### src/rtl/dispatch_router.sv
module dispatch_router #(
  parameter int HW    = 16,
  parameter int CW    = 8,
  parameter int CNT_W = 32
) (
  input  logic             clk,
  input  logic             rst_n,
  input  logic             hr_valid,
  input  logic [HW-1:0]    hr_handle,
  output logic             hr_ready,
  input  logic             ig_valid,
  input  logic [HW-1:0]    ig_handle,
  input  logic             ig_ok,
  output logic             ig_ready,
  output logic             cls_req_valid,
  output logic [HW-1:0]    cls_req_handle,
  input  logic             cls_rsp_valid,
  input  logic [CW-1:0]    cls_rsp_code,
  output logic             eg_valid,
  output logic [HW-1:0]    eg_handle,
  input  logic             eg_ready,
  output logic             xh_valid,
  output logic [HW-1:0]    xh_handle,
  input  logic             xh_ready,
  output logic             dr_valid,
  output logic [HW-1:0]    dr_handle,
  input  logic             dr_ready,
  input  logic             cnt_rd_req,
  output logic             cnt_rd_valid,
  output logic [CNT_W-1:0] cnt_rd_data
);

  typedef enum logic [1:0] {S_IDLE, S_CLS, S_OUT} state_t;
  typedef enum logic [1:0] {D_EG, D_HOST, D_DROP} dest_t;

  state_t           state_q;
  dest_t            dest_q;
  logic [HW-1:0]    hdl_q;
  logic [CNT_W-1:0] cnt_q;
  logic             rd_v_q;
  logic [CNT_W-1:0] rd_d_q;

  logic idle, presenting, out_taken, host_taken;

  assign idle       = (state_q == S_IDLE);
  assign presenting = (state_q == S_OUT);

  assign hr_ready = idle;
  assign ig_ready = idle & ~hr_valid;

  assign cls_req_valid  = (state_q == S_CLS);
  assign cls_req_handle = hdl_q;

  assign eg_valid  = presenting & (dest_q == D_EG);
  assign xh_valid  = presenting & (dest_q == D_HOST);
  assign dr_valid  = presenting & (dest_q == D_DROP);
  assign eg_handle = hdl_q;
  assign xh_handle = hdl_q;
  assign dr_handle = hdl_q;

  assign host_taken = xh_valid & xh_ready;
  assign out_taken  = (eg_valid & eg_ready) | host_taken | (dr_valid & dr_ready);

  assign cnt_rd_valid = rd_v_q;
  assign cnt_rd_data  = rd_d_q;

  always_ff @(posedge clk) begin
    if (!rst_n) begin
      state_q <= S_IDLE;
      dest_q  <= D_EG;
      hdl_q   <= '0;
    end else begin
      case (state_q)
        S_IDLE: begin
          if (hr_valid) begin
            hdl_q   <= hr_handle;
            dest_q  <= D_EG;
            state_q <= S_OUT;
          end else if (ig_valid) begin
            hdl_q <= ig_handle;
            if (ig_ok) begin
              state_q <= S_CLS;
            end else begin
              dest_q  <= D_DROP;
              state_q <= S_OUT;
            end
          end
        end
        S_CLS: begin
          if (cls_rsp_valid) begin
            dest_q  <= (cls_rsp_code == '0) ? D_HOST : D_EG;
            state_q <= S_OUT;
          end
        end
        S_OUT: begin
          if (out_taken) state_q <= S_IDLE;
        end
        default: state_q <= S_IDLE;
      endcase
    end
  end

  always_ff @(posedge clk) begin
    if (!rst_n) begin
      cnt_q  <= '0;
      rd_v_q <= 1'b0;
      rd_d_q <= '0;
    end else begin
      if (host_taken) cnt_q <= cnt_q + 1'b1;
      rd_v_q <= cnt_rd_req;
      if (cnt_rd_req) rd_d_q <= cnt_q;
    end
  end

endmodule

### config.mk
export PLATFORM = sky130hd
export DESIGN_NAME = dispatch_router
export DESIGN_NICKNAME = d
export VERILOG_FILES = /design/src/rtl/dispatch_router.sv
export SDC_FILE = /design/constraint.sdc
export NUM_CORES = 1
export LEC_CHECK = 0
export BUFFER_PORTS_ARGS = -buffer_cell sky130_fd_sc_hd__buf_2
export CORE_MARGIN = 8
export CORE_UTILIZATION = 40
export DETAILED_ROUTE_END_ITERATION = 10
export PLACE_DENSITY_LB_ADDON = 0.1
export SLEW_MARGIN = 20
export SYNTH_ARGS = -nofsm -noshare
export SYNTH_HDL_FRONTEND = slang
export SYNTH_SLANG_ARGS = --single-unit
### constraint.sdc
create_clock -name clk -period 2.5 [get_ports clk]
set_clock_uncertainty 0.1 [all_clocks]
set_input_delay 0.25 -clock clk [delete_from_list [all_inputs] [get_ports clk]]
set_output_delay 0.25 -clock clk [all_outputs]
set_load 0.02 [all_outputs]
Word level (Yosys, flattened, before mapping)
Cells that the tools add are included.
{"block": "word_totals", "register_bits": 85, "input_bits": 50}
{"block": "classes", "add_sub_neg": 1, "eq_ne": 8, "mux": 14, "n_bitwise": 10, "n_reduce_logical": 8}
{"cell": "adder 32 x 1 -> 32 bit, second input constant", "n": 1}
{"cell": "2-to-1 mux 16 bit", "n": 2}
{"cell": "2-to-1 mux 2 bit", "n": 9}
{"cell": "logical NOT 8 bit", "n": 1}
{"cell": "bitwise AND 1 bit", "n": 7}
{"cell": "!= test 3 bit, second input constant", "n": 2}
{"cell": "case mux 2 bit (3 select lines)", "n": 1}
{"cell": "equality test 2 x 1 -> 1 bit, second input constant", "n": 2}
{"cell": "equality test 2 bit, second input constant", "n": 2}
{"cell": "logical NOT 2 bit", "n": 2}
{"cell": "!= test 2 x 1 -> 1 bit, second input constant", "n": 2}
{"cell": "case mux 2 bit (2 select lines)", "n": 1}
{"cell": "AND reduction 4 bit", "n": 1}
{"cell": "nonzero test 2 bit", "n": 2}
{"cell": "AND reduction 3 bit", "n": 1}
{"cell": "bitwise OR 1 bit", "n": 2}
{"cell": "AND reduction 2 bit", "n": 1}
{"cell": "2-to-1 mux 1 bit", "n": 1}
{"cell": "NOT 1 bit", "n": 1}

Depth between registers and ports, before layout
{"block": "logic_depth", "depth_word": 7, "ltp_mapped": 7, "depth_no_buf": 5}

Least setup slack after synthesis
Ideal clock, no wire load.
{"block": "synth_path", "path_kind": "flip-flop to flip-flop", "startpoint": "reg state_q[1]", "endpoint": "reg cnt_q[22]", "setup_time_ps": 70, "arrival_time_ps": 1949, "required_time_ps": 2330, "slack_ps": 380, "path_stages_with_launch": 7, "path_buffers": 2, "synth_period_minus_slack_ps": 2120, "cell_sequence": "dfxtp_1 buf_4 or3b_1 buf_2 or4_4 or4_1 a21oi_1"}
{"block": "synth_between", "elab_chain_len": 3}
{"item": "from (decl)", "line": "36", "source": "state_t state_q;"}
{"item": "from (signal assigned)", "line": "69", "source": "state_q <= S_IDLE;"}
{"item": "from (signal assigned)", "line": "78", "source": "state_q <= S_OUT;"}
{"item": "from (signal assigned)", "line": "82", "source": "state_q <= S_CLS;"}
{"item": "equality test 2 bit", "line": "46", "source": "assign presenting = (state_q == S_OUT);"}
{"item": "bitwise AND 1 bit", "line": "55", "source": "assign xh_valid = presenting & (dest_q == D_HOST);"}
{"item": "bitwise AND 1 bit", "line": "61", "source": "assign host_taken = xh_valid & xh_ready;"}
{"item": "to (signal assigned)", "line": "109", "source": "if (host_taken) cnt_q <= cnt_q + 1'b1;"}
{"item": "to (decl)", "line": "39", "source": "logic [CNT_W-1:0] cnt_q;"}
No other way between the ends.
A chain may end at the register's enable or synchronous reset.

Worst setup path in the final report
Ends and elaborated chain as after synthesis.

==> out/qor.txt <==
Max-cap violation count: 0
R2r setup slk: 220 ps
Syn Area/Cell: 8.97 um^2
RSZ-0062 raised after global routing: false
Cells after Synth: 453
Starting density of the core: 40.3%
First-pass GRT wire length: 15.9 mm
Die X: 117 um
Synthesis-stage register bit count: 85
CTS tree: yes
Worst Hold Class: input port to register
PortBufs: 152
Post-CTS Setup Bufs: 0
Clock root buffer: clkbuf_8
Layout cells sized above 1: 32.6%
Pint: 2.06 mW
H-Tree Depth: 3
Sequential Power Share: 47.9%
Top Family by Delay on Critical Path: simple AND/OR/NAND/NOR gates
Critical Path Fanout Max: 10
Top-area cell type share of the netlist area: 41.9%
Cell area after synthesis: 4070 um^2
Antenna cell count: 0
Crit-path cells: or3b_1 -> or4_4 -> or4_1 -> a21oi_1
Gpl congestion: 0.843
Setup TNS Final: 0 ps
Worst hold stages: 4
Num CTS Buffers: 9
Worst path slowest cell: or4_4
Fmax: 439 MHz
Clock network fraction of design power: 33.4%
Crit Reg-Reg Startpoint: state_q[1]$_SDFFE_PN0P_
Ys Warns: 0
Comb power frac: 18.8%
Main area contributors after synthesis: dfxtp_1, mux2i_1, buf_4, nor2_1, a211oi_1
Critical path type: register to register
Post-route clock period utilization: 91.2%
Drt via density: 4.96
Final Hold Vio Count: 0
Layout area overhead: 18.6%
Final slew viol count: 0
Final min period: 2280 ps
Hold Path Origin: cls_rsp_code[1]
FILL cells: 1,022
Vias in the first global route: 3,195
Sw Share: 31.2%
Clk_lat worst skew: 360 ps
Clock Tree Buf Depth: 2
Grt total ovfl: 0
Number of synthesized flops with an enable pin: 0
Met1 usage: 17.1%
Gr busiest metal: met2
Met2 usage: 24.9%
Critical Path Start Type: register
Syn nets: 504
Initial DRC Count: 159
Leak: 2.20 nW
Worst Hold End: dest_q[0]$_SDFFE_PN0P_
Nets: 604
# setup viols final: 0
Clock slew at reported path FFs: 90 ps
Maximum vdd ir drop: 268 uV
Die ar.: 13,600 um^2
Final worst slack: 221 ps
Distinct cells, synth: 42
Drt wl/cell: 14.8 um
Largest net degree at the start of global routing: 59
All-Layer GR Usage: 14.6%
Setup Slack @ Placement: 240 ps
Async SR Flop Fraction: 0%
Initial antenna violation count: 0
Antenna Nets Post-Route: 0
Relative slew margins: 62.4%
Power Total: 3.00 mW
Data arrival time of the critical path: 2470 ps
Status: finished clean
Dpl hpwl: 7.47 mm
Row count: 37
Post-synthesis sequential area ratio: 41.9%
Reg2reg end: cnt_q[22]$_SDFFE_PN0P_
Length of the first detailed-routing pass in iterations: 4
Core area: 10,100 um^2
Slew @ Worst Pin: 565 ps
Post-cts sizing count: 0
Num Clock Sinks: 85
Most used DFF post-synth: dfxtp_1
Crit path buffers/inverters: 0
Max incr delay on CP: 590 ps
Final WL: 10.3 mm
Count leader, synth: dfxtp_1
DRC errors left: 0
CP Data Required Time: 2690 ps
Synth area leader: dfxtp_1
Die Ht: 117 um
Met3 Use GR: 4.41%
CP endpoint kind: register
Top Ports: 153
Hold_buf cts: 0
Top cells by count, synth: dfxtp_1, nor2_1, mux2i_1
PD cells: 623 nW/um^2
Reg2Reg Depth: 4
Vias: 3,443
NetSw: 937 uW
==> stage by stage <==
step	util, %	cells	instance area (um^2)	hold slack (ps)
finish	47.8	694	4820	78.1
global route	47.8	694	4820	83.3
CTS	47.8	694	4820	66.0
detailed placement	45.8	678	4620	369
global placement	45.8	678	4620	365
floorplan	-	453	4070	304
==> worst max path at each step <==
stage / start / endpoint / slack, ps / cells after the start
after floorplan: state_q[1]$_SDFFE_PN0P_ / cnt_q[22]$_SDFFE_PN0P_ / 380 / 6
after global placement: state_q[1]$_SDFFE_PN0P_ / cnt_q[22]$_SDFFE_PN0P_ / 290 / 4
after detailed placement: state_q[1]$_SDFFE_PN0P_ / cnt_q[22]$_SDFFE_PN0P_ / 240 / 4
after CTS: state_q[1]$_SDFFE_PN0P_ / cnt_q[22]$_SDFFE_PN0P_ / 210 / 4
after global routing: state_q[1]$_SDFFE_PN0P_ / cnt_q[22]$_SDFFE_PN0P_ / 100 / 4
final: state_q[1]$_SDFFE_PN0P_ / cnt_q[22]$_SDFFE_PN0P_ / 220 / 4
==> area by class of cell <==
type	count	area, um^2	area share [%]
clock inverters	6	71.3	1.48
inverters	7	26.3	0.545
clock buffers	10	128	2.65
multi-input cells	287	1870	38.7
flip-flops and latches	85	1700	35.3
well taps	136	170	3.53
repair buffers	163	856	17.8
==> cells by family (layout without fill, tap and decap cells) <==
family          after synthesis  after routing  synth area share (%)
buf+inv                      81            186                  12.2
compound gates               58             58                  9.14
flops                        85             85                  41.9
fa+ha+maj                     1              1                 0.308
mux                          58             58                  14.3
xor+xnor                      7              7                  1.51
simple gates                163            163                  20.7
==> flip-flops by register name, indices dropped and copies added, names as in the netlist <==
| register | flops |
|---|---|
| state_q | 2 |
| cnt_rd_valid | 1 |
| cnt_rd_data | 32 |
| cls_req_handle | 16 |
| cnt_q | 32 |
| dest_q | 2 |
==> layout by cell type, fill, tap and decap left out, types with 2 or more instances in the layout <==
cell / instances
a211oi_1: 16
a21oi_1: 18
and2_1: 4
and3_1: 3
and4_1: 4
buf_2: 152
buf_4: 10
clkbuf_8: 9
dfxtp_1: 85
inv_1: 6
mux2i_1: 58
nand2_1: 19
nand2b_1: 9
nand3_1: 11
nand4_1: 12
nor2_1: 61
nor2b_1: 2
nor3_1: 5
nor4_1: 10
o21a_1: 3
o21ai_0: 8
o31ai_1: 8
or3_1: 7
or4_1: 8
xnor2_1: 4
xor2_1: 3
==> layer usage <==
metal  vias up  part of all wire (%)  wire length (um)
met2       119                    46              4690
li1       1750                     -                 -
met1      1563                    42              4310
met3        11                    11              1130
met5         -                     0                 0
met4         0                   1.3               129
==> worst reg2reg max path: cells and delay by family, from the launching register on <==
family | cells | cell delay [ps]
compound gates | 1 | 150
flops | 1 | 470
simple gates | 3 | 1510
==> power by group through the flow <==
stage / Sequential, mW / Combinational [mW] / Clock [mW]
3_5_place_dp: 1.47 / 0.571 / 0
4_1_cts: 1.44 / 0.573 / 1.04
5_1_grt: 1.44 / 0.607 / 1.08
2_1_floorplan: 1.50 / 0.444 / 0
3_3_place_gp: 1.46 / 0.572 / 0
6_report: 1.44 / 0.563 / 1.00
(Power assumes the default switching activity.)
